--- src/rtl/qpc_pkg.sv ---
package qpc_pkg;

   // Register selected inside one queue window.
   typedef enum logic [2:0] {
      QREG_NONE,
      QREG_ADD_RD,
      QREG_ADD_WR,
      QREG_STAT_RD,
      QREG_STAT_WR,
      QREG_SIZE,
      QREG_OCC
   } qpc_reg_e;

   // Byte offsets inside a window; the add/status order is the software contract.
   localparam int OFF_ADD_RD  = 'h00;
   localparam int OFF_ADD_WR  = 'h04;
   localparam int OFF_STAT_RD = 'h08;
   localparam int OFF_STAT_WR = 'h0C;
   localparam int OFF_SIZE    = 'h10;
   localparam int OFF_OCC     = 'h14;

endpackage

--- src/rtl/qpc_decode.sv ---
module qpc_decode
   import qpc_pkg::*;
#(
   parameter int ADDR_W    = 20,
   parameter int WIN_SHIFT = 11,
   parameter int QIDX_W    = 8,
   parameter int ARRAY_TAG = 1,
   parameter int NUM_Q     = 8,
   parameter int QSEL_W    = 3
) (
   input  logic [ADDR_W-1:0] addr,
   output logic              hit,
   output logic [QSEL_W-1:0] qsel,
   output qpc_reg_e          reg_sel
);
   localparam int TAG_W = ADDR_W - WIN_SHIFT - QIDX_W;
   localparam logic [QIDX_W:0] NQ = (QIDX_W+1)'(NUM_Q);

   logic [TAG_W-1:0]     tag;
   logic [QIDX_W-1:0]    qidx;
   logic [WIN_SHIFT-1:0] off;
   logic                 q_ok;

   assign tag  = addr[ADDR_W-1 -: TAG_W];
   assign qidx = addr[WIN_SHIFT +: QIDX_W];
   assign off  = addr[WIN_SHIFT-1:0];
   assign q_ok = (tag == TAG_W'(ARRAY_TAG)) && ({1'b0, qidx} < NQ);
   assign qsel = qidx[QSEL_W-1:0];

   always_comb begin
      reg_sel = QREG_NONE;
      if (q_ok) begin
         if      (off == WIN_SHIFT'(OFF_ADD_RD))  reg_sel = QREG_ADD_RD;
         else if (off == WIN_SHIFT'(OFF_ADD_WR))  reg_sel = QREG_ADD_WR;
         else if (off == WIN_SHIFT'(OFF_STAT_RD)) reg_sel = QREG_STAT_RD;
         else if (off == WIN_SHIFT'(OFF_STAT_WR)) reg_sel = QREG_STAT_WR;
         else if (off == WIN_SHIFT'(OFF_SIZE))    reg_sel = QREG_SIZE;
         else if (off == WIN_SHIFT'(OFF_OCC))     reg_sel = QREG_OCC;
      end
   end

   assign hit = (reg_sel != QREG_NONE);

endmodule

--- src/rtl/qpc_add_amt.sv ---
module qpc_add_amt #(
   parameter int DATA_W   = 32,
   parameter int ADD_W    = 6,
   parameter int PTR_W    = 18,
   parameter bit SATURATE = 1'b0
) (
   input  logic [DATA_W-1:0] wdata,
   output logic [PTR_W-1:0]  amt
);
   localparam int MAX_ADD = (1 << ADD_W) - 1;

   logic [ADD_W-1:0] step;

   generate
      if (SATURATE) begin : g_sat
         // Values beyond the field saturate to the largest legal step.
         assign step = (wdata > DATA_W'(MAX_ADD)) ? ADD_W'(MAX_ADD) : wdata[ADD_W-1:0];
      end else begin : g_mask
         // Bits above the field are dropped.
         logic unused_hi;
         assign unused_hi = ^wdata[DATA_W-1:ADD_W];
         assign step      = wdata[ADD_W-1:0];
      end
   endgenerate

   assign amt = {{(PTR_W-ADD_W){1'b0}}, step};

endmodule

--- src/rtl/qpc_slot.sv ---
module qpc_slot #(
   parameter int PTR_W    = 18,
   parameter int SIZE_RST = 64
) (
   input  logic             clk,
   input  logic             rst_n,
   input  logic             add_rd_en,
   input  logic             add_wr_en,
   input  logic             size_en,
   input  logic [PTR_W-1:0] amt,
   input  logic [PTR_W-1:0] size_val,
   output logic [PTR_W-1:0] rptr,
   output logic [PTR_W-1:0] wptr,
   output logic [PTR_W-1:0] size,
   output logic [PTR_W-1:0] occ,
   output logic             ovf,
   output logic             unf
);
   logic ovf_hit, unf_hit;

   assign occ     = wptr - rptr;
   assign ovf_hit = ({1'b0, occ} + {1'b0, amt}) > {1'b0, size};
   assign unf_hit = amt > occ;

   always_ff @(posedge clk or negedge rst_n) begin
      if (!rst_n) begin
         rptr <= '0;
         wptr <= '0;
         size <= PTR_W'(SIZE_RST);
         ovf  <= 1'b0;
         unf  <= 1'b0;
      end else begin
         if (add_rd_en) begin
            rptr <= rptr + amt;
            if (unf_hit) unf <= 1'b1;
         end
         if (add_wr_en) begin
            wptr <= wptr + amt;
            if (ovf_hit) ovf <= 1'b1;
         end
         if (size_en) size <= size_val;
      end
   end

endmodule

--- src/rtl/qpc_rdmux.sv ---
module qpc_rdmux
   import qpc_pkg::*;
#(
   parameter int NUM_Q  = 8,
   parameter int PTR_W  = 18,
   parameter int DATA_W = 32,
   parameter int QSEL_W = 3
) (
   input  logic                        hit,
   input  qpc_reg_e                    reg_sel,
   input  logic [QSEL_W-1:0]           qsel,
   input  logic [NUM_Q-1:0][PTR_W-1:0] q_rptr,
   input  logic [NUM_Q-1:0][PTR_W-1:0] q_wptr,
   input  logic [NUM_Q-1:0][PTR_W-1:0] q_size,
   input  logic [NUM_Q-1:0][PTR_W-1:0] q_occ,
   input  logic [NUM_Q-1:0]            q_ovf,
   input  logic [NUM_Q-1:0]            q_unf,
   output logic [DATA_W-1:0]           word
);
   localparam int PAD_W = DATA_W - 1 - PTR_W;

   always_comb begin
      word = '0;
      if (hit) begin
         unique case (reg_sel)
            QREG_STAT_RD: word = {q_unf[qsel], {PAD_W{1'b0}}, q_rptr[qsel]};
            QREG_STAT_WR: word = {q_ovf[qsel], {PAD_W{1'b0}}, q_wptr[qsel]};
            QREG_SIZE:    word = {1'b0, {PAD_W{1'b0}}, q_size[qsel]};
            QREG_OCC:     word = {1'b0, {PAD_W{1'b0}}, q_occ[qsel]};
            default:      word = '0;
         endcase
      end
   end

endmodule

--- src/rtl/qpc_top.sv ---
module qpc_top
   import qpc_pkg::*;
#(
   parameter int NUM_Q        = 8,
   parameter int PTR_W        = 18,
   parameter int ADD_W        = 6,
   parameter int ADDR_W       = 20,
   parameter int DATA_W       = 32,
   parameter int WIN_SHIFT    = 11,
   parameter int QIDX_W       = 8,
   parameter int ARRAY_TAG    = 1,
   parameter int SIZE_RST     = 64,
   parameter bit SATURATE_ADD = 1'b0
) (
   input  logic              clk,
   input  logic              rst_n,
   input  logic [ADDR_W-1:0] bus_addr,
   input  logic              bus_we,
   input  logic [DATA_W-1:0] bus_wdata,
   input  logic              bus_re,
   output logic [DATA_W-1:0] bus_rdata
);
   localparam int QSEL_W = (NUM_Q > 1) ? $clog2(NUM_Q) : 1;

   initial begin
      assert (NUM_Q >= 1 && NUM_Q <= (1 << QIDX_W)) else $fatal(1, "NUM_Q out of range");
      assert (ADDR_W > WIN_SHIFT + QIDX_W) else $fatal(1, "no room for array tag");
      assert (WIN_SHIFT >= 5) else $fatal(1, "window too small for registers");
      assert (ADD_W >= 1 && ADD_W < PTR_W) else $fatal(1, "ADD_W out of range");
      assert (PTR_W + 1 < DATA_W) else $fatal(1, "PTR_W too wide for data bus");
      assert (SIZE_RST >= 0 && SIZE_RST < (1 << PTR_W)) else $fatal(1, "SIZE_RST out of range");
   end

   logic                        hit;
   logic [QSEL_W-1:0]           qsel;
   qpc_reg_e                    reg_sel;
   logic [PTR_W-1:0]            amt;
   logic [PTR_W-1:0]            size_val;
   logic [DATA_W-1:0]           rd_word;
   logic [NUM_Q-1:0][PTR_W-1:0] q_rptr, q_wptr, q_size, q_occ;
   logic [NUM_Q-1:0]            q_ovf, q_unf;
   logic                        unused_wd_hi;

   assign size_val     = bus_wdata[PTR_W-1:0];
   assign unused_wd_hi = ^bus_wdata[DATA_W-1:PTR_W];

   qpc_decode #(
      .ADDR_W(ADDR_W), .WIN_SHIFT(WIN_SHIFT), .QIDX_W(QIDX_W),
      .ARRAY_TAG(ARRAY_TAG), .NUM_Q(NUM_Q), .QSEL_W(QSEL_W)
   ) u_dec (
      .addr(bus_addr), .hit(hit), .qsel(qsel), .reg_sel(reg_sel)
   );

   qpc_add_amt #(
      .DATA_W(DATA_W), .ADD_W(ADD_W), .PTR_W(PTR_W), .SATURATE(SATURATE_ADD)
   ) u_amt (
      .wdata(bus_wdata), .amt(amt)
   );

   generate
      for (genvar i = 0; i < NUM_Q; i++) begin : g_q
         logic sel_me;
         assign sel_me = bus_we && hit && (qsel == QSEL_W'(i));

         qpc_slot #(.PTR_W(PTR_W), .SIZE_RST(SIZE_RST)) u_slot (
            .clk(clk), .rst_n(rst_n),
            .add_rd_en(sel_me && (reg_sel == QREG_ADD_RD)),
            .add_wr_en(sel_me && (reg_sel == QREG_ADD_WR)),
            .size_en  (sel_me && (reg_sel == QREG_SIZE)),
            .amt(amt), .size_val(size_val),
            .rptr(q_rptr[i]), .wptr(q_wptr[i]), .size(q_size[i]),
            .occ(q_occ[i]), .ovf(q_ovf[i]), .unf(q_unf[i])
         );
      end
   endgenerate

   qpc_rdmux #(
      .NUM_Q(NUM_Q), .PTR_W(PTR_W), .DATA_W(DATA_W), .QSEL_W(QSEL_W)
   ) u_rmux (
      .hit(hit), .reg_sel(reg_sel), .qsel(qsel),
      .q_rptr(q_rptr), .q_wptr(q_wptr), .q_size(q_size), .q_occ(q_occ),
      .q_ovf(q_ovf), .q_unf(q_unf), .word(rd_word)
   );

   always_ff @(posedge clk or negedge rst_n) begin
      if (!rst_n) bus_rdata <= '0;
      else        bus_rdata <= bus_re ? rd_word : '0;
   end

endmodule

--- config.mk ---
export PLATFORM = sky130hd
export DESIGN_NAME = qpc_top
export DESIGN_NICKNAME = d
export VERILOG_FILES = /design/src/rtl/qpc_pkg.sv /design/src/rtl/qpc_decode.sv /design/src/rtl/qpc_add_amt.sv /design/src/rtl/qpc_slot.sv /design/src/rtl/qpc_rdmux.sv /design/src/rtl/qpc_top.sv
export SDC_FILE = /design/constraint.sdc
export NUM_CORES = 2
export LEC_CHECK = 0
export ABC_AREA = 0
export BUFFER_PORTS_ARGS = -buffer_cell sky130_fd_sc_hd__clkbuf_2
export CAP_MARGIN = 20
export CELL_PAD_IN_SITES_DETAIL_PLACEMENT = 0
export CELL_PAD_IN_SITES_GLOBAL_PLACEMENT = 2
export CORE_MARGIN = 2
export CORE_UTILIZATION = 42
export DETAILED_ROUTE_END_ITERATION = 10
export GPL_TIMING_DRIVEN = 0
export PLACE_DENSITY_LB_ADDON = 0.05
export SETUP_SLACK_MARGIN = 0.4
export SLEW_MARGIN = 20
export SYNTH_ARGS = -nofsm -noshare
export SYNTH_HDL_FRONTEND = slang
export SYNTH_SLANG_ARGS = --single-unit
--- constraint.sdc ---
create_clock -name clk -period 5 [get_ports clk]
set_input_delay 0.5 -clock clk [delete_from_list [all_inputs] [get_ports clk]]
set_output_delay 0.5 -clock clk [all_outputs]
set_load 0.01 [all_outputs]
==> impl_metrics.py <==
metrics = {
    "sta": {
        "relSlewSlack_pct": 15.62,
        "worstMarginPinSlew_ns": 1.266,
        "slew_viol_final": 0,
        "max_freq_mhz": 209.9,
        "tns_ns": 0,
        "post-route-period-util_pct": 95.30,
        "fin_skew_ns": 0.04709,
        "period_minus_slack_ns": 4.765,
        "finalHoldViolCount": 0,
        "rsz0062_at_grt": "true",
        "finalSetupViolations": 0,
        "fin_ws_ns": 0.2352,
    },
    "floorplan": {
        "dieArea_sq_mm": 0.1019,
        "fp.dieW_um": 319.3,
        "die_h_um": 319.3,
        "start_util_pct": 42.42,
        "placementRows": 115,
        "core_area_sq_mm": 0.09842,
        "pin_count": 88,
    },
    "synthesis": {
        "syn_avg_cell_area_sq_um": 9.390,
        "yosysTopAreaCellShare_pct": 27.51,
        "synth_edf_count": 0,
        "synth_flop_cell": "dfrtp_1",
        "ys_types": 83,
        "postSynthCellCount": 4446,
        "synth_warnings": 0,
        "synth_top_area_cell": "dfrtp_1",
        "yosys-top-cells-area": "dfrtp_1 (28%), ha_1 (14%), mux4_2 (8.3%), xnor2_1 (7.0%), inv_1 (4.1%)",
        "ys_ff_latch": 467,
        "async_reset_ff_share_pct": 100.0,
        "synth-seq-area-share_pct": 28.02,
        "syn_area_sq_mm": 0.04175,
    },
    "placement": {
        "io_buffers": 57,
        "place.gp.congestion": 1.009,
        "dp_hpwl_mm": 140.6,
        "preCtsSetupSlack_ns": -1.111,
    },
    "clock_network": {
        "cts_root_buf": "clkbuf_16",
        "cts_tree": "built",
        "cts_made_buffers": 60,
        "clockBufferDepth": 3,
        "h-tree-depth": 2,
        "clkSinkCount": 467,
        "clkLatencyLatePin_ns": 0.71,
        "clk_pin_slew_ns": 0.06,
    },
    "final_layout": {
        "layout_common_cells": "inv_1 (443), ha_1 (424), dfrtp_1 (424)",
        "nets": 5337,
        "final_common_cell": "inv_1",
        "area_growth_pct": 21.65,
        "final_layout_size_suffix_gt1_share_pct": 23.63,
    },
    "worst_hold_path": {
        "hold_path.class": "primary input to flop",
        "hold_depth": 2,
        "whs_endpoint": "g_q[6].u_slot.size[17]",
        "hold_start": "bus_wdata[17]",
    },
    "worst_setup_path": {
        "crit_buf_inv": 4,
        "cp.required_ns": 5.46,
        "crit_type": "primary input to flop",
        "cp_data_arrival_time_ns": 5.22,
        "critPathMaxFanout": 10,
        "crit_family": "buffers and inverters",
        "rr_endpoint": "g_q[7].u_slot.ovf",
        "cp_common_cell": "clkbuf_1",
        "rr_worst_depth": 20,
        "critPathMaxStageDelay_ns": 0.99,
        "crit_chain": "clkbuf_1 -> buf_1 -> clkbuf_2 -> clkbuf_1 -> mux4_2 -> mux2i_1 -> o2bb2ai_1 -> a31oi_1 -> o21ai_0",
        "reg2reg_from": "g_q[7].u_slot.wptr[0]",
        "r2r_slack_ns": 0.35,
        "worstSetupEndpointType": "flop",
        "worstSetupStartpointType": "primary input",
        "worst_path_max_delay_cell": "clkbuf_1",
        "startpoint": "bus_addr[12]",
    },
    "detailed_routing": {
        "routed_via_density": 5.936,
        "wl_mm": 176.8,
        "firstDrtPassIters": 6,
        "vias": 36270,
        "initialDrtViolationCount": 3451,
        "ant_nets": 0,
        "wl_per_cell_um": 28.93,
        "drc": 0,
    },
    "outcome": {
        "status": "complete, no violations",
    },
    "power": {
        "p_leak_nw": 23.17,
        "power.density_mw_per_mm2": 194.0,
        "total_power_w": 0.009854,
        "vdd_ir_drop_max_mv": 0.2768,
    },
    "run": {
        "cap_violations": 0,
    },
    "global_routing": {
        "first_global_vias": 34880,
        "grt.overflow.total": 0,
        "grt_usage_pct": 34.23,
        "grt_max_degree": 90,
        "grt_pass1_wl_mm": 249.9,
        "grt_antenna_before_repair": 7,
    },
}
## area by class of cell
| cell class | instances | area [sq um] |
|---|---|---|
| fillers | 9279 | 47630 |
| repair buffers | 249 | 2147 |
| well taps | 1287 | 1610 |
| diodes | 2 | 5.005 |
| multi-input cells | 3419 | 30680 |
| clock inverters | 37 | 626.9 |
| flip-flops and latches | 467 | 11740 |
| plain buffers | 115 | 530.5 |
| clock buffers | 77 | 1727 |
| inverters | 457 | 1724 |
## state kept, by name, summed over array words and instances, names as in the netlist
signal           count
g_q.u_slot.rptr    144
bus_rdata           19
g_q.u_slot.unf       8
g_q.u_slot.size    144
g_q.u_slot.ovf       8
g_q.u_slot.wptr    144
## cell families after synthesis
| group | synth area share, % |
|---|---|
| multiplexers | 12.83 |
| other | 0.008982 |
| AO/OA/AOI/OAI | 13.75 |
| flip-flops | 28.02 |
| XOR/XNOR | 10.51 |
| AND/OR/NAND/NOR | 13.67 |
| buffers and inverters | 5.290 |
| adder cells (fa/ha/maj) | 15.92 |
## worst max-delay path by stage
stage | depth (start not counted) | end
after floorplan | 21 | g_q[5].u_slot.ovf
after global placement | 1 | g_q[6].u_slot.wptr[15]
after detailed placement | 23 | g_q[5].u_slot.ovf
after CTS | 24 | g_q[5].u_slot.ovf
after global routing | 23 | g_q[3].u_slot.ovf
final | 9 | bus_rdata[10]
## layer usage
| metal | GRT usage [%] | part of all wire (%) | vias up |
|---|---|---|---|
| li1 | - | - | 16440 |
| met1 | 50.91 | 47 | 18160 |
| met2 | 48.09 | 40 | 1387 |
| met3 | 7.640 | 8.8 | 278 |
| met4 | 12.46 | 4.2 | 6 |
| met5 | 0 | 0.023 | - |
## synthesized netlist by cell type, drive strengths merged (9+ instances only)
master,number
a211oi,29
a21o,138
a21oi,251
a31oi,17
and2,21
and3,53
and4,12
buf,39
clkbuf,76
dfrtp,459
fa,32
ha,480
inv,455
mux2,144
mux2i,29
mux4,153
nand2,331
nand2b,40
nand3,96
nand4,74
nor2,267
nor2b,63
nor3,84
nor4,40
o211ai,24
o21a,53
o21ai,228
o21bai,53
o221ai,10
o2bb2ai,9
o31a,10
o31ai,13
or2,11
or3,16
or4,12
xnor2,336
xor2,165
## power by group
group | switching [W] | internal (W) | total, W
sequential | 0.0000000755 | 0.00378 | 0.00378
clock | 0.00200 | 0.00322 | 0.00522
combinational | 0.000565 | 0.000292 | 0.000857
total | 0.00256 | 0.00729 | 0.00985
## metrics by stage
step	utilization, %	cell area (sq um)	std cells	hold WS, ns
3_3_place_gp	44.39	43690	5802	0.4342
5_1_grt	51.60	50780	6108	0.2374
4_1_cts	49.89	49100	6049	0.2052
2_1_floorplan	-	41800	4458	0.2044
3_5_place_dp	44.94	44220	5820	0.4434
6_report	51.60	50790	6110	0.2144
## repair_timing
item / CTS / global route
setup buffers: 114 / 59
resized for setup: 287 / 256
endpoints found under the setup margin: 10 / 15
hold endpoints to repair: 29 / 0
hold buffers: 1 / 0
pin swaps: 94 / 140
Note: power is estimated with default switching activity, not from simulation.
